**config.mk**
```make
export PLATFORM = sky130hd
export DESIGN_NAME = aperture_decoder
export DESIGN_NICKNAME = d
export VERILOG_FILES = /design/src/rtl/aperture_pkg.sv /design/src/rtl/aperture_ctrl.sv /design/src/rtl/aperture_window.sv /design/src/rtl/aperture_pick.sv /design/src/rtl/aperture_decoder.sv
export SDC_FILE = /design/constraint.sdc
export NUM_CORES = 1
export LEC_CHECK = 0
export ABC_AREA = 1
export BUFFER_PORTS_ARGS = -buffer_cell sky130_fd_sc_hd__buf_2
export CAP_MARGIN = 20
export CORE_ASPECT_RATIO = 1.75
export CORE_MARGIN = 2
export CORE_UTILIZATION = 40
export CTS_BUF_LIST = sky130_fd_sc_hd__clkbuf_16
export CTS_CLUSTER_DIAMETER = 80
export DETAILED_ROUTE_END_ITERATION = 8
export GPL_TIMING_DRIVEN = 1
export PLACE_DENSITY = 0.71
export SYNTH_ARGS = -nofsm -noshare
export SYNTH_HDL_FRONTEND = slang
export SYNTH_HIERARCHICAL = 1
export SYNTH_SLANG_ARGS = --single-unit
```
**constraint.sdc**
```tcl
create_clock -name clk -period 2 [get_ports clk]
set_input_delay 0.1 -clock clk [delete_from_list [all_inputs] [get_ports clk]]
set_output_delay 0.1 -clock clk [all_outputs]
set_load 0.01 [all_outputs]
```
**src/rtl/aperture_pkg.sv**
```systemverilog
package aperture_pkg;

    typedef enum logic [1:0] {
        ST_BOOT   = 2'd0,
        ST_CLOSED = 2'd1,
        ST_OPEN   = 2'd2
    } dec_state_t;

    localparam int NUM_WIN  = 3;
    localparam int WIN_REG  = 0;
    localparam int WIN_MEM  = 1;
    localparam int WIN_SLOW = 2;

    localparam logic [7:0] CFG_CTRL_OFS = 8'h04;

    function automatic logic [7:0] win_cfg_offset(input int idx);
        case (idx)
            WIN_REG: return 8'h14;
            WIN_MEM: return 8'h10;
            default: return 8'h18;
        endcase
    endfunction

endpackage

```
**src/rtl/aperture_ctrl.sv**
```systemverilog
module aperture_ctrl
    import aperture_pkg::*;
#(
    parameter int CFG_AW = 8
) (
    input  logic              clk,
    input  logic              rst_n,
    input  logic              cfg_wr,
    input  logic [CFG_AW-1:0] cfg_addr,
    input  logic              cfg_en_bit,
    output logic              capture,
    output logic              open
);

    localparam logic [CFG_AW-1:0] CTRL_ADDR = CFG_AW'(CFG_CTRL_OFS);

    dec_state_t state_q, state_d;
    logic       ctrl_wr;

    assign ctrl_wr = cfg_wr && (cfg_addr == CTRL_ADDR);

    always_ff @(posedge clk or negedge rst_n) begin
        if (!rst_n) state_q <= ST_BOOT;
        else        state_q <= state_d;
    end

    always_comb begin
        state_d = state_q;
        unique case (state_q)
            ST_BOOT:   state_d = ST_CLOSED;
            ST_CLOSED: if (ctrl_wr && cfg_en_bit)  state_d = ST_OPEN;
            ST_OPEN:   if (ctrl_wr && !cfg_en_bit) state_d = ST_CLOSED;
            default:   state_d = ST_BOOT;
        endcase
    end

    always_comb begin
        capture = (state_q == ST_BOOT);
        open    = (state_q == ST_OPEN);
    end

endmodule

```
**src/rtl/aperture_window.sv**
```systemverilog
module aperture_window #(
    parameter int              AW       = 32,
    parameter int              CFG_AW   = 8,
    parameter int              CODE_W   = 4,
    parameter int              MIN_LOG2 = 16,
    parameter int              MAX_CODE = 12,
    parameter logic [CFG_AW-1:0] CFG_OFS = '0
) (
    input  logic              clk,
    input  logic              rst_n,
    input  logic              capture,
    input  logic [CODE_W-1:0] strap,
    input  logic              cfg_wr,
    input  logic [CFG_AW-1:0] cfg_addr,
    input  logic [AW-1:0]     cfg_wdata,
    output logic [AW-1:0]     base_rd,
    input  logic [AW-1:0]     req_addr,
    output logic              hit,
    output logic [AW-1:0]     offset
);

    logic [CODE_W-1:0] size_code_q;
    logic [AW-1:0]     base_q;
    logic [AW-1:0]     hi_mask;

    assign hi_mask = {AW{1'b1}} << (MIN_LOG2 + int'(size_code_q));

    always_ff @(posedge clk or negedge rst_n) begin
        if (!rst_n) begin
            size_code_q <= '0;
        end else if (capture) begin
            size_code_q <= (int'(strap) > MAX_CODE) ? CODE_W'(MAX_CODE) : strap;
        end
    end

    always_ff @(posedge clk or negedge rst_n) begin
        if (!rst_n) begin
            base_q <= '0;
        end else if (cfg_wr && (cfg_addr == CFG_OFS)) begin
            base_q <= cfg_wdata & hi_mask;
        end
    end

    assign base_rd = base_q & hi_mask;
    assign hit     = ((req_addr & hi_mask) == base_q);
    assign offset  = req_addr & ~hi_mask;

    AST_SIZE_HELD: assert property (@(posedge clk) disable iff (!rst_n) !capture |=> $stable(size_code_q));

endmodule

```
**src/rtl/aperture_pick.sv**
```systemverilog
module aperture_pick
    import aperture_pkg::*;
#(
    parameter int AW = 32
) (
    input  logic                       clk,
    input  logic                       rst_n,
    input  logic                       open,
    input  logic                       req_valid,
    input  logic                       req_ext,
    input  logic [NUM_WIN-1:0]         hit,
    input  logic [NUM_WIN-1:0][AW-1:0] offsets,
    output logic [NUM_WIN-1:0]         tgt_sel,
    output logic [AW-1:0]              tgt_offset,
    output logic                       discard
);

    logic [NUM_WIN-1:0] pick;
    logic [AW-1:0]      pick_off;
    logic               accept;

    // Fixed priority: lowest window index wins
    always_comb begin
        pick     = '0;
        pick_off = '0;
        for (int i = NUM_WIN - 1; i >= 0; i--) begin
            if (hit[i]) begin
                pick     = '0;
                pick[i]  = 1'b1;
                pick_off = offsets[i];
            end
        end
    end

    assign accept = req_valid && open && (pick != '0) && !(req_ext && pick[WIN_SLOW]);

    always_ff @(posedge clk or negedge rst_n) begin
        if (!rst_n) begin
            tgt_sel    <= '0;
            tgt_offset <= '0;
            discard    <= 1'b0;
        end else begin
            tgt_sel    <= accept ? pick : '0;
            tgt_offset <= accept ? pick_off : '0;
            discard    <= req_valid && !accept;
        end
    end

    AST_SEL_ONEHOT: assert property (@(posedge clk) disable iff (!rst_n) $onehot0(tgt_sel));
    AST_ONE_OUTCOME: assert property (@(posedge clk) disable iff (!rst_n) ($past(rst_n) && $past(req_valid)) |-> ($countones({tgt_sel, discard}) == 1));
    AST_IDLE_QUIET: assert property (@(posedge clk) disable iff (!rst_n) ($past(rst_n) && !$past(req_valid)) |-> (tgt_sel == '0 && !discard));
    AST_EXT_NO_SLOW: assert property (@(posedge clk) disable iff (!rst_n) $past(req_valid && req_ext) |-> !tgt_sel[WIN_SLOW]);
    AST_CLOSED_DROPS: assert property (@(posedge clk) disable iff (!rst_n) ($past(rst_n) && $past(req_valid) && !$past(open)) |-> discard);

endmodule

```
**src/rtl/aperture_decoder.sv**
```systemverilog
module aperture_decoder
    import aperture_pkg::*;
#(
    parameter int AW       = 32,
    parameter int CFG_AW   = 8,
    parameter int CODE_W   = 4,
    parameter int MIN_LOG2 = 16,
    parameter int MAX_CODE = 12
) (
    input  logic              clk,
    input  logic              rst_n,
    input  logic [CODE_W-1:0] strap_reg_size,
    input  logic [CODE_W-1:0] strap_mem_size,
    input  logic [CODE_W-1:0] strap_slow_size,
    input  logic              cfg_wr,
    input  logic [CFG_AW-1:0] cfg_addr,
    input  logic [AW-1:0]     cfg_wdata,
    output logic [AW-1:0]     cfg_rdata,
    input  logic              req_valid,
    input  logic [AW-1:0]     req_addr,
    input  logic              req_ext,
    output logic [NUM_WIN-1:0] tgt_sel,
    output logic [AW-1:0]     tgt_offset,
    output logic              discard
);

    logic                       capture;
    logic                       open;
    logic [NUM_WIN-1:0][CODE_W-1:0] straps;
    logic [NUM_WIN-1:0][AW-1:0] base_rd;
    logic [NUM_WIN-1:0][AW-1:0] offsets;
    logic [NUM_WIN-1:0]         hit;

    assign straps[WIN_REG]  = strap_reg_size;
    assign straps[WIN_MEM]  = strap_mem_size;
    assign straps[WIN_SLOW] = strap_slow_size;

    aperture_ctrl #(.CFG_AW(CFG_AW)) u_ctrl (
        .clk       (clk),
        .rst_n     (rst_n),
        .cfg_wr    (cfg_wr),
        .cfg_addr  (cfg_addr),
        .cfg_en_bit(cfg_wdata[0]),
        .capture   (capture),
        .open      (open)
    );

    for (genvar w = 0; w < NUM_WIN; w++) begin : g_win
        aperture_window #(
            .AW      (AW),
            .CFG_AW  (CFG_AW),
            .CODE_W  (CODE_W),
            .MIN_LOG2(MIN_LOG2),
            .MAX_CODE(MAX_CODE),
            .CFG_OFS (CFG_AW'(win_cfg_offset(w)))
        ) u_win (
            .clk      (clk),
            .rst_n    (rst_n),
            .capture  (capture),
            .strap    (straps[w]),
            .cfg_wr   (cfg_wr),
            .cfg_addr (cfg_addr),
            .cfg_wdata(cfg_wdata),
            .base_rd  (base_rd[w]),
            .req_addr (req_addr),
            .hit      (hit[w]),
            .offset   (offsets[w])
        );
    end

    always_comb begin
        cfg_rdata = '0;
        if (cfg_addr == CFG_AW'(CFG_CTRL_OFS)) cfg_rdata = AW'(open);
        for (int i = 0; i < NUM_WIN; i++) begin
            if (cfg_addr == CFG_AW'(win_cfg_offset(i))) cfg_rdata = base_rd[i];
        end
    end

    aperture_pick #(.AW(AW)) u_pick (
        .clk       (clk),
        .rst_n     (rst_n),
        .open      (open),
        .req_valid (req_valid),
        .req_ext   (req_ext),
        .hit       (hit),
        .offsets   (offsets),
        .tgt_sel   (tgt_sel),
        .tgt_offset(tgt_offset),
        .discard   (discard)
    );

endmodule

```
Yosys cells after proc, flatten, opt, wreduce, memory -nomap -nowiden

Cells that the tools add are included.

Add/subtract/negate cells: 3
Bitwise gates (word level): 15
$lt $le $gt $ge: 3
Shift operators: 3
Reductions and logical operators: 17
Equal/unequal tests: 11
Muxes and demuxes: 18

Operators with widths:

| operator                                             | number |
|---|---|
| AND 32 bit                                           | 12 |
| 2-to-1 mux 32 bit                                    | 7 |
| equality test 32 bit                                 | 3 |
| NOT 32 bit                                           | 3 |
| left shift 32 x 32 -> 32 bit (first input constant)  | 3 |
| equality test 8 x 5 -> 1 bit (second input constant) | 3 |
| adder 5 x 4 -> 6 bit (first input constant)          | 3 |
| > comparator 4 bit (second input constant)           | 3 |
| 2-to-1 mux 3 bit                                     | 4 |
| 2-to-1 mux 4 bit                                     | 3 |
| logical AND 1 bit                                    | 11 |
| equality test 8 x 3 -> 1 bit (second input constant) | 1 |
| case mux 2 bit (3 select lines)                      | 1 |
| 2-to-1 mux 2 bit                                     | 2 |
| != test 2 x 1 -> 1 bit (second input constant)       | 2 |
| zero test 1 bit                                      | 3 |
| nonzero test 3 bit                                   | 1 |
| equality test 2 x 1 -> 1 bit (second input constant) | 1 |
| equality test 2 bit (second input constant)          | 1 |
| zero test 2 bit                                      | 1 |
| AND reduction 2 bit                                  | 1 |
| 2-to-1 mux 1 bit                                     | 1 |

Register bits: 146
Bits of input ports: 89
Output and inout bits: 68
Word-level logic and storage cells: 80

Longest topological paths before layout

Gate-level depths: netlist (run 1).

Word-level depth: 12
Depth in mapped cells: 18

By module

The synthesis (run 1) kept the hierarchy.

By module, submodules not included:

| module                                | times used | cells each | area each (µm²) |
|---|---|---|---|
| aperture_window at g_win[0].u_win ... | 2          | 294        | 1800.5 |
| aperture_pick                         | 1          | 298        | 2100.8 |
| aperture_window at g_win[1].u_win     | 1          | 291        | 1796.7 |
| aperture_decoder                      | 1          | 253        | 1249.9 |
| aperture_ctrl                         | 1          | 29         | 160.2 |

Worst setup path after synthesis (run 1)

No wires, ideal clock.

Path type: register to register
Start: register g_win[1].u_win.size_code_q[2]
End: register u_pick.tgt_offset[10]
Cell stages (with the launch flop): 18
Buffers on the path: 3
Setup slack: 0.082 ns
Data arrival time: 1.802 ns
Required time: 1.884 ns
Cells stage by stage: dfrtp_1 > clkbuf_8 > nor2_4 > nand2_1 > inv_2 > nand3_1 > nand2_1 > nand2_1 > nor2_1 > nand2_1 > nor2_2 > buf_4 > inv_2 > nand2_4 > buf_6 > nor2_2 > nor2_1 > nor2_1

Cells in the longest elaborated chain, start to end: 10

Ends and longest elaborated chain:

| element                                                        | RTL line               | text |
|---|---|---|
| start: declaration                                             | aperture_window.sv:22  | `logic [CODE_W-1:0] size_code_q;` |
| start signal: assignment                                       | aperture_window.sv:32  | `size_code_q <= (int'(strap) > MAX_CODE) ? CODE_W'(MAX_CODE) : strap;` |
| adder 5 x 4 -> 6 bit (*)                                       | aperture_window.sv:26  | `assign hi_mask = {AW{1'b1}} << (MIN_LOG2 + int'(size_code_q));` |
| left shift 32 x 32 -> 32 bit (*)                               | aperture_window.sv:26  |  |
| AND 32 bit (*)                                                 | aperture_window.sv:45  | `assign hit = ((req_addr & hi_mask) == base_q);` |
| equality test 32 bit (*)                                       | aperture_window.sv:45  |  |
| net hit[1]                                                     | aperture_decoder.sv:32 | `logic [NUM_WIN-1:0] hit;` |
| 2-to-1 mux 3 bit (2 in a row)                                  | aperture_pick.sv:27    | `if (hit[i]) begin` |
| nonzero test 3 bit / logical AND 1 bit (equally long branches) | aperture_pick.sv:35    | `assign accept = req_valid && open && (pick != '0) && !(req_ext && pick[WIN_SLOW]);` |
| logical AND 1 bit / zero test 1 bit (equally long branches)    | aperture_pick.sv:35    |  |
| logical AND 1 bit                                              | aperture_pick.sv:35    |  |
| 2-to-1 mux 32 bit (*)                                          | aperture_pick.sv:44    | `tgt_offset <= accept ? pick_off : '0;` |
| end signal: assignment                                         | aperture_pick.sv:44    |  |
| end: declaration                                               | aperture_pick.sv:14    | `output logic [AW-1:0] tgt_offset,` |

The timed path passes the listed nets; every way through them passes the cells marked *.
A chain may end at the register's enable or synchronous reset.

Final worst setup path (run 1)

Start: register g_win[1].u_win.size_code_q[3]
End: register u_pick.tgt_offset[24]

The elaborated chain is that of the path after synthesis.

==> flow_summary.json, run 1 <==
{
  "async_flop_share_pct": 100,
  "met2_length_mm": 15.4,
  "drt-met1-wl_mm": 11.1,
  "track_usage_pct": 24.6,
  "fillers": 2195,
  "final_cell_mix": "359 x nand2_1, 202 x nor2_1, 175 x inv_1",
  "seqCellArea_sq_mm": 0.00247,
  "vias": 9566,
  "hold_viol_final": 0,
  "port-buffer-count": 139,
  "drc_errors": 0,
  "drive_gt1_share_pct": 30.1,
  "grt_pass1_wl_mm": 44.6,
  "r2r_cells": 16,
  "worst-setup-path-type": "register to register",
  "clk_pin_slew_worst_paths_ps": 70,
  "rr_startpoint": "g_win[1].u_win/size_code_q[3]",
  "synth_warnings": 6,
  "h-tree-depth": 3,
  "drt_iter0_markers": 682,
  "finalSetupViolCount": 41,
  "crit_fanout": 7,
  "fp.dieW_um": 117,
  "root_buffer": "clkbuf_16",
  "outcome": "finished with violations",
  "n_antenna_cell": 0,
  "die_h_um": 201,
  "route.met3.wl_mm": 1.81,
  "hold-path-cell-count": 4,
  "drt-total-wl_mm": 30.1,
  "min_to": "u_pick/tgt_sel[2]",
  "synth-seq-area-share_pct": 27.5,
  "critPathCaptureType": "register",
  "cp-start-kind": "register",
  "dieArea_sq_mm": 0.0235,
  "yosys.cell_types.count": 32,
  "clock_sinks": 98,
  "worstPathCellList": "buf_6 -> nand2_4 -> nand2_1 -> nand2_1 -> nand2_1 -> nand3b_1 -> nor2_1 -> nand2_2 -> nor2_4 -> buf_6 -> inv_4 -> nand2_8 -> clkbuf_16 -> nor2_1 -> nor2_1 -> nor2_2",
  "syn2layout_area_growth_pct": 25.8,
  "pin_count": 157,
  "r2r_end": "u_pick/tgt_offset[24]",
  "required_ps": 2260,
  "hold_start": "req_ext",
  "maxCapViolations": 0,
  "r2r_setup_slack_ps": -340,
  "powerDensity_mw_per_mm2": 833,
  "irDropWorstVdd_mv": 0.485,
  "clock_latency_ps": 370,
  "avgSynthCellArea_sq_um": 6.11,
  "worstPathArrival_ps": 2600,
  "initial_core_util_pct": 40.5,
  "synth_edf_count": 0,
  "p_leak_nw": 5.98,
  "finalMaxSlewViolations": 0,
  "fin_setup_tns_ps": -10240,
  "grt.overflow.total": 0,
  "cpPeakStageDelay_ps": 430,
  "first_pass_iters": 6,
  "timing.final.crit_share_pct": 117,
  "design_area_sq_mm": 0.0112,
  "place_hpwl_mm": 21.6,
  "grt_max_degree": 43,
  "worst_pin_slew_ps": 629,
  "final_common_cell": "nand2_1",
  "wire_per_inst_um": 15.4,
  "syn_area_sq_mm": 0.00891,
  "fmax_ghz": 0.427,
  "rsz0062_at_grt": "yes",
  "coreArea_sq_mm": 0.0220,
  "gp_congestion": 0.944,
  "antenna_found_initial": 0,
  "hp-class": "input port to register",
  "fin_crit_ps": 2340,
  "clock-skew-final_ps": 13.3,
  "cts-buffers-inserted": 9,
  "maxSlewHeadroom_pct": 57.7,
  "layout.nets": 1747,
  "violations": "negative setup slack",
  "highest_layer": "met4",
  "netlist_instances": 1459,
  "ant_nets": 0,
  "fin_ws_ps": -345,
  "ys_ff_latch": 98,
  "place_area_sq_mm": 0.0100,
  "yosys_most_used_dff": "dfrtp_1",
  "clockBufferDepth": 2,
  "cp_slowest_cell": "dfrtp_1",
  "via_per_inst": 4.89,
  "multi_input_area_sq_mm": 0.00509,
  "grt_pass1_vias": 8704,
  "cts_tree": "built",
  "placementRows": 72
}
how the worst max path moves through the flow:
stage / from / endpoint / slack (ps) / cells past startpoint
finish: g_win[1].u_win/size_code_q[3] / u_pick/tgt_offset[24] / -340 / 16
global route: g_win[1].u_win/size_code_q[2] / u_pick/tgt_offset[21] / -380 / 14
CTS: g_win[1].u_win/size_code_q[3] / u_pick/tgt_offset[27] / -200 / 16
detailed placement: g_win[0].u_win/size_code_q[2] / u_pick/tgt_offset[7] / -360 / 13
global placement: g_win[1].u_win/size_code_q[1] / u_pick/tgt_offset[6] / -330 / 16
floorplan: g_win[1].u_win/size_code_q[2] / u_pick/tgt_offset[10] / 80 / 17
final cells by class:
cell class              count  share of cell area, %
multi-input cells        1055                   45.4
repair inverters            1                 0.0670
repair buffers            302                   20.2
flip-flops and latches     98                   22.0
well taps                 296                   3.31
clock inverters             6                  0.458
inverters                 191                   6.55
clock buffers               9                   2.01
critical path: cells and delay by family (launching register included):
family,cells,cell delay [ps]
flip-flops,1,430
AND/OR/NAND/NOR,12,1260
buffers and inverters,4,530
sequential cells by signal, indices dropped and copies added, names as in the netlist:
signal and count:
g_win.u_win/size_code_q 12, u_pick/tgt_offset 32, u_ctrl/state_q 2, u_pick/tgt_sel 3, u_pick/discard 1, g_win.u_win/base_q 48
cells in the mapped netlist, types with 2 or more instances:
library cell  instances  share of area (%)
nor2_1              231                9.7
nand4_1              21                1.5
buf_2                23                1.3
clkbuf_1              9               0.38
nand3_1             150                8.4
nor2_2               56                3.9
nor4_1                2               0.14
nor2_4                8                1.0
nand3b_1              9               0.76
inv_1               179                7.5
a21oi_1               9               0.51
buf_4               111                9.4
nand2_4               3               0.38
nand2_2               6               0.42
nand3_4               2               0.39
nand3_2               3               0.34
xnor2_1               3               0.29
nor3_1               33                1.9
buf_6                19                2.4
nand2_1             395                 17
dfrtp_1              98                 28
o21ai_1               4               0.22
conb_1                3               0.13
inv_2                10               0.42
o21ai_0              65                3.7
layer usage:
layer  global-route usage (%)  vias up
met2                     42.5      388
li1                         -     4724
met4                     13.6        0
met3                     4.22       87
met5                        0        -
met1                     28.1     4367
logic make-up (layout without fill, tap and decap cells):
kind of cell	count (synthesis)	count (layout)	synth area share, %
flip-flops	98	98	27.5
XOR/XNOR	3	3	0.295
AND/OR/NAND/NOR	920	920	45.7
AO/OA/AOI/OAI	81	81	4.65
buffers and inverters	354	509	21.7
other	3	51	0.126
where the power goes:
part	internal, W	switching [W]	leakage [nW]	total (W)
registers	0.00216	0.000314	1.32	0.00248
clock network	0.000946	0.000801	0.145	0.00175
logic	0.00227	0.00284	4.52	0.00511
per-stage QoR:
stage	std cells	utilization (%)	hold slack [ps]	setup slack [ps]	total power, W
after floorplan	1507	-	-196	82.1	0.00464
after global placement	1904	45.5	43.3	-334	0.00634
after detailed placement	1904	45.5	42.8	-361	0.00640
after CTS	1938	48.0	1.89	-202	0.00842
after global routing	1958	51.0	26.3	-380	0.00982
final	1958	51.0	5.32	-345	0.00933
timing repair:
item                       4_1_cts  5_1_grt
hold buffers                     9        0
setup endpoints to repair       45       48
gates resized for setup         37      127
pin swaps                       14       26
gates cloned                     0        6
hold endpoints to repair        30        0
buffers inserted                10       15
(Power assumes the default switching activity.)
==> inputs of run 2 (changes only) <==
- ABC_AREA: 1 -> unset
==> run 2 against run 1 <==
Effect of this change:
- the flow finishes with violations (negative hold slack, negative setup slack)
- core utilization grew 4.7 points
- sequential share of layout area fell by 0.12 points
- combinational power is 67% lower
- largest cell class unchanged
- synthesized cell count fell by 35%
==> flow_summary.json, run 2 <==
{
  "outcome": "finished with violations",
  "violations": "negative hold slack, negative setup slack",
  "grt.overflow.total": 0,
  "crit_path_frequent_cell": "buf_4",
  "port-buffer-count": 126,
  "drt_iter0_markers": 716,
  "worstPathCellList": "buf_4 -> buf_4 -> a21o_1 -> nand2_1 -> a21oi_1 -> o21ai_0 -> nor4_4 -> buf_4 -> buf_4 -> buf_4 -> buf_12 -> a221oi_2 -> nor3_4",
  "track_usage_pct": 24.4,
  "cp-start-kind": "register",
  "gp_congestion": 0.986,
  "wire_per_inst_um": 19.9,
  "die_h_um": 193,
  "min_to": "g_win[1].u_win/size_code_q[1]",
  "h-tree-depth": 3,
  "irDropWorstVdd_mv": 0.466,
  "netlist.area_leader.share_pct": 30.0,
  "final_common_cell": "buf_4",
  "antenna_found_initial": 2,
  "cp_slowest_cell": "o21ai_0",
  "p_leak_nw": 5.19,
  "maxCapViolations": 0,
  "finalMaxSlewViolations": 0,
  "cts_tree": "built",
  "fin_crit_ps": 2920,
  "pin_count": 157,
  "clock-skew-final_ps": 10.3,
  "clockBufferDepth": 2,
  "finalSetupViolCount": 50,
  "first_pass_iters": 5,
  "place_hpwl_mm": 19.1,
  "syn_area_sq_mm": 0.00819,
  "synthTopCellsByArea": "dfrtp_1 30%, buf_4 9.7%, nand2_1 6.0%, a221oi_2 5.5%, mux2_2 5.2%",
  "via_per_inst": 5.54,
  "worstPathArrival_ps": 3160,
  "synth_warnings": 6,
  "final_cell_mix": "148 x buf_4, 124 x nand2_1, 123 x buf_2",
  "r2r_end": "u_pick/tgt_offset[3]",
  "holdWs_ps": -12.3,
  "critPathCaptureType": "register",
  "synth_commonest_cells": "130 x nand2_1, 106 x buf_4, 98 x dfrtp_1, 58 x o21ai_0, 56 x nor2b_1",
  "powerDensity_mw_per_mm2": 506,
  "hp-class": "input port to register",
  "async_flop_share_pct": 100,
  "maxSlewHeadroom_pct": 49.1,
  "p_comb_share_pct": 29.9,
  "coreArea_sq_mm": 0.0202,
  "vias": 8024,
  "design_area_sq_mm": 0.0113,
  "worst_pin_slew_ps": 755,
  "fin_ws_ps": -917,
  "layout.nets": 1285,
  "grt_pass1_vias": 8037,
  "clock_sinks": 98,
  "fin_setup_tns_ps": -31010,
  "cp_top_family": "compound AO/OA/AOI/OAI gates",
  "p_seq_share_pct": 37.4,
  "worst-setup-path-type": "register to register",
  "timing.final.crit_share_pct": 146,
  "drc_errors": 0,
  "fp.dieW_um": 112,
  "p_sw_share_pct": 30.9,
  "drt-total-wl_mm": 28.9,
  "fmax_ghz": 0.343,
  "synth_edf_count": 0,
  "cp.buffers_inverters": 6,
  "yosysMostFrequentCell": "nand2_1",
  "cpPeakStageDelay_ps": 630,
  "clock_power_share_pct": 32.7,
  "drive_gt1_share_pct": 47.8,
  "grt_max_degree": 40,
  "initial_core_util_pct": 40.5,
  "synth-seq-area-share_pct": 30.0,
  "dieArea_sq_mm": 0.0217,
  "hold_viol_final": 2,
  "clock_latency_ps": 360,
  "grt_pass1_wl_mm": 41.9,
  "cts-buffers-inserted": 9,
  "ant_nets": 0,
  "avgSynthCellArea_sq_um": 8.64,
  "fillers": 1676,
  "p_sw_w": 0.00176,
  "max_flop_register": "g_win.u_win/base_q",
  "rsz0062_at_grt": "yes",
  "r2r_cells": 13,
  "largest_register_ffs": 48,
  "syn2layout_area_growth_pct": 37.5,
  "synth_top_cell_by_area": "dfrtp_1",
  "hold_start": "strap_mem_size[1]",
  "yosys.cell_types.count": 65,
  "yosys_most_used_dff": "dfrtp_1",
  "placementRows": 69,
  "root_buffer": "clkbuf_16",
  "rr_startpoint": "g_win[1].u_win/size_code_q[2]",
  "netlist_instances": 947,
  "reg.largest.list": "g_win.u_win/base_q: 48 flops, u_pick/tgt_offset: 32 flops, g_win.u_win/size_code_q: 12 flops",
  "r2r_setup_slack_ps": -920,
  "internal-power_w": 0.00393,
  "required_ps": 2240,
  "place_area_sq_mm": 0.00952,
  "crit_fanout": 18,
  "ys_ff_latch": 98,
  "hold-path-cell-count": 3,
  "clk_pin_slew_worst_paths_ps": 70
}
## run 2: cell count changes after synthesis, sizes merged, moves of 9 or more
cell,delta
nand4,-12
nand2,-273
a22oi,+31
and2,+43
and3,+15
nand3,-141
inv,-154
nor3,+9
a221oi,+32
nor2,-232
nor2b,+57
mux2,+38
xor2,+24
o21ai,-9
## run 2: kinds of logic after synthesis
logic type,after synthesis,synth area share (%)
other,3,0.138
xor gates and xnor gates,29,3.10
muxes,38,5.23
AOI/OAI and AO/OA,177,18.2
and+or+nand+nor,406,27.6
DFF,98,30.0
buffers and inverters,196,15.8
## run 2: worst register-to-register path: cells and delay by family, from the launching register on
family,cells,cell delay [ps]
flops,1,460
simple gates,3,200
compound gates,4,1260
buf+inv,6,880
## run 2: what timing repair did
| action | 4_1_cts | 5_1_grt |
|---|---|---|
| gates resized for setup | 128 | 64 |
| cloned | 4 | 2 |
| hold buffers | 9 | 0 |
| endpoints found under the setup margin | 50 | 51 |
| setup buffers | 87 | 26 |
| pin swaps | 42 | 36 |
| hold endpoints to repair | 45 | 0 |
## run 2: power by group through the flow
stage	clock, W	sequential, W	combinational, W
CTS	0.00188	0.00212	0.00149
global route	0.00196	0.00213	0.00180
floorplan	0	0.00211	0.000798
global placement	0	0.00216	0.00120
detailed placement	0	0.00216	0.00122
finish	0.00186	0.00213	0.00170
## run 2: per-stage QoR
stage	instances	util, %	total power [W]	worst slack, ps
3_3_place_gp	1359	47.1	0.00336	-813
2_1_floorplan	995	-	0.00291	-330
6_report	1449	55.7	0.00569	-917
3_5_place_dp	1359	47.1	0.00338	-858
5_1_grt	1449	55.7	0.00589	-974
4_1_cts	1432	53.7	0.00550	-702
## run 2: worst max path at each step
| stage | to | startpoint | cells past startpoint |
|---|---|---|---|
| after floorplan | u_pick/tgt_offset[0] | g_win[1].u_win/size_code_q[3] | 12 |
| after global placement | u_pick/tgt_offset[21] | g_win[2].u_win/size_code_q[3] | 11 |
| after detailed placement | u_pick/tgt_offset[3] | g_win[2].u_win/size_code_q[3] | 11 |
| after CTS | u_pick/tgt_offset[8] | g_win[0].u_win/size_code_q[3] | 11 |
| after global routing | u_pick/tgt_offset[27] | g_win[0].u_win/size_code_q[3] | 11 |
| final | u_pick/tgt_offset[3] | g_win[1].u_win/size_code_q[2] | 13 |
## run 2: routing by layer
metal  wire length, um  vias up  part of all wire, %  track usage (%)
met5                 7        -                0.024                0
met4              2640        2                  9.1             20.1
met3              1640      176                  5.7             3.45
met2             14900      403                   51             43.1
met1              9740     3831                   34             25.0
li1                  -     3612                    -                -
## run 2: cell type report
| class | instances | area [sq um] | area share (%) |
|---|---|---|---|
| multi-input cells | 701 | 5200 | 46.2 |
| well taps | 248 | 310 | 2.76 |
| inverters | 36 | 139 | 1.23 |
| repair buffers | 350 | 2840 | 25.2 |
| clock inverters | 6 | 76.3 | 0.678 |
| clock buffers | 9 | 225 | 2.00 |
| flip-flops and latches | 98 | 2460 | 21.9 |
| diodes | 1 | 2.50 | 0.0222 |
==> inputs of run 3 (changes only) <==
- CORE_UTILIZATION: 40 -> 52
- PLACE_DENSITY: 0.71 -> 0.87
- SKIP_CTS_REPAIR_TIMING: unset -> 1
==> run 3 against run 2 <==
Effect of this change:
- the run still ends with negative hold slack, negative setup slack left
- final area fell by 4.9%
- global-route usage rose by 4.6 points
- clock power fell by 9%
- register-to-register slack barely moved
- maximum frequency rose by 0.13%
- critical path type unchanged
- largest cell class unchanged
- combinational power fell by 8%
==> flow_summary.json, run 3 (synthesis gave the netlist of run 2 again) <==
{
  "root_buffer": "clkbuf_16",
  "fp.dieW_um": 98.9,
  "drt_iter0_markers": 729,
  "final_common_cell": "buf_4",
  "worstPathArrival_ps": 3150,
  "drc_errors": 0,
  "worst_pin_slew_ps": 524,
  "grt_pass1_vias": 7486,
  "crit_fanout": 6,
  "fin_crit_ps": 2910,
  "max_flop_register": "g_win.u_win/base_q",
  "violations": "negative hold slack, negative setup slack",
  "r2r_cells": 14,
  "seqCellArea_sq_mm": 0.00247,
  "pin_count": 157,
  "drive_gt1_share_pct": 45.0,
  "irDropWorstVdd_mv": 0.434,
  "holdWs_ps": -32.3,
  "syn2layout_area_growth_pct": 30.7,
  "vias": 7928,
  "worst-setup-path-type": "register to register",
  "wire_per_inst_um": 20.5,
  "dieArea_sq_mm": 0.0168,
  "hp-class": "input port to register",
  "maxSlewHeadroom_pct": 64.9,
  "finalMaxSlewViolations": 0,
  "grt.overflow.total": 0,
  "clock_latency_ps": 360,
  "clk_pin_slew_worst_paths_ps": 70,
  "cts-buffers-inserted": 9,
  "hold_viol_final": 6,
  "cpPeakStageDelay_ps": 460,
  "grt_max_degree": 49,
  "rr_startpoint": "g_win[1].u_win/size_code_q[1]",
  "first_pass_iters": 6,
  "place_hpwl_mm": 18.8,
  "clockBufferDepth": 2,
  "largest_register_ffs": 48,
  "initial_core_util_pct": 53.2,
  "r2r_end": "u_pick/tgt_offset[24]",
  "final_cell_mix": "138 x buf_4, 128 x nand2_1, 125 x buf_2",
  "fillers": 1056,
  "p_leak_nw": 4.97,
  "hold_start": "strap_reg_size[1]",
  "track_usage_pct": 29.0,
  "port-buffer-count": 126,
  "placementRows": 60,
  "cp_slowest_cell": "dfrtp_2",
  "cp-start-kind": "register",
  "worstPathCellList": "buf_12 -> o31ai_4 -> buf_4 -> nand2_1 -> xor2_1 -> o21ai_1 -> nor4_4 -> buf_4 -> nor2b_4 -> buf_12 -> buf_12 -> buf_12 -> a221oi_2 -> nor3_2",
  "utilization_pct": 69.5,
  "powerDensity_mw_per_mm2": 502,
  "timing.final.crit_share_pct": 146,
  "cts_tree": "built",
  "hold-path-cell-count": 3,
  "coreArea_sq_mm": 0.0154,
  "drt-total-wl_mm": 27.7,
  "ant_nets": 0,
  "clock_sinks": 98,
  "fmax_ghz": 0.343,
  "r2r_setup_slack_ps": -910,
  "required_ps": 2240,
  "rsz0062_at_grt": "yes",
  "via_per_inst": 5.85,
  "die_h_um": 170,
  "outcome": "finished with violations",
  "fin_ws_ps": -914,
  "layout.nets": 1253,
  "critPathCaptureType": "register",
  "clock-skew-final_ps": 12.2,
  "cp_top_family": "buffers and inverters",
  "cp.buffers_inverters": 6,
  "multi_input_area_sq_mm": 0.00510,
  "n_antenna_cell": 0,
  "antenna_found_initial": 1,
  "gp_congestion": 1.02,
  "maxCapViolations": 0,
  "grt_pass1_wl_mm": 38.2,
  "fin_setup_tns_ps": -29890,
  "min_to": "g_win[0].u_win/size_code_q[1]",
  "h-tree-depth": 3,
  "reg.largest.list": "g_win.u_win/base_q: 48 flops, u_pick/tgt_offset: 32 flops, g_win.u_win/size_code_q: 12 flops",
  "crit_path_frequent_cell": "buf_12",
  "startpoint": "g_win[1].u_win/size_code_q[1]",
  "finalSetupViolCount": 49
}
## run 3: cell type report
cell class                      count  area share [%]
Clock buffer                        9            2.10
Tap cell                          186            2.17
Clock inverter                      7           0.549
Multi-Input combinational cell    701            47.6
Inverter                           36            1.26
Timing Repair Buffer              318            23.2
Sequential cell                    98            23.0
## run 3: worst register-to-register path: cells and delay by family, from the launching register on
family	cells	cell delay (ps)
simple gates	4	480
xor+xnor	1	140
flops	1	460
buf+inv	6	920
compound gates	3	790
## run 3: through the flow
step	power, W	instance area [sq um]	hold WS (ps)	cells	worst slack, ps
2_1_floorplan	0.00291	8500	-196	995	-330
3_3_place_gp	0.00336	9500	86.3	1303	-809
3_5_place_dp	0.00340	9500	87.7	1303	-887
4_1_cts	0.00508	9780	-287	1319	-953
5_1_grt	0.00557	10700	6.10	1355	-960
6_report	0.00537	10700	-32.3	1355	-914
## run 3: where the power goes
part / internal, W / total [W] / switching [W]
logic: 0.000721 / 0.00156 / 0.000840
registers: 0.00204 / 0.00212 / 0.0000802
clock network: 0.000867 / 0.00169 / 0.000827
## run 3: how the worst max path moves through the flow
| stage | endpoint | slack (ps) | cells past startpoint |
|---|---|---|---|
| 3_3_place_gp | u_pick/tgt_offset[3] | -810 | 12 |
| 4_1_cts | u_pick/tgt_offset[30] | -950 | 11 |
| 3_5_place_dp | u_pick/tgt_offset[30] | -890 | 11 |
| 5_1_grt | u_pick/tgt_offset[31] | -960 | 12 |
| 6_report | u_pick/tgt_offset[24] | -910 | 14 |
| 2_1_floorplan | u_pick/tgt_offset[0] | -330 | 12 |
## run 3: layer usage
metal | global-route usage (%) | wire length (um) | vias up
li1 | - | - | 3545
met1 | 30.2 | 9200 | 3721
met2 | 52.4 | 13900 | 472
met3 | 4.60 | 2120 | 188
met4 | 20.0 | 2480 | 2
met5 | 0 | 15 | -
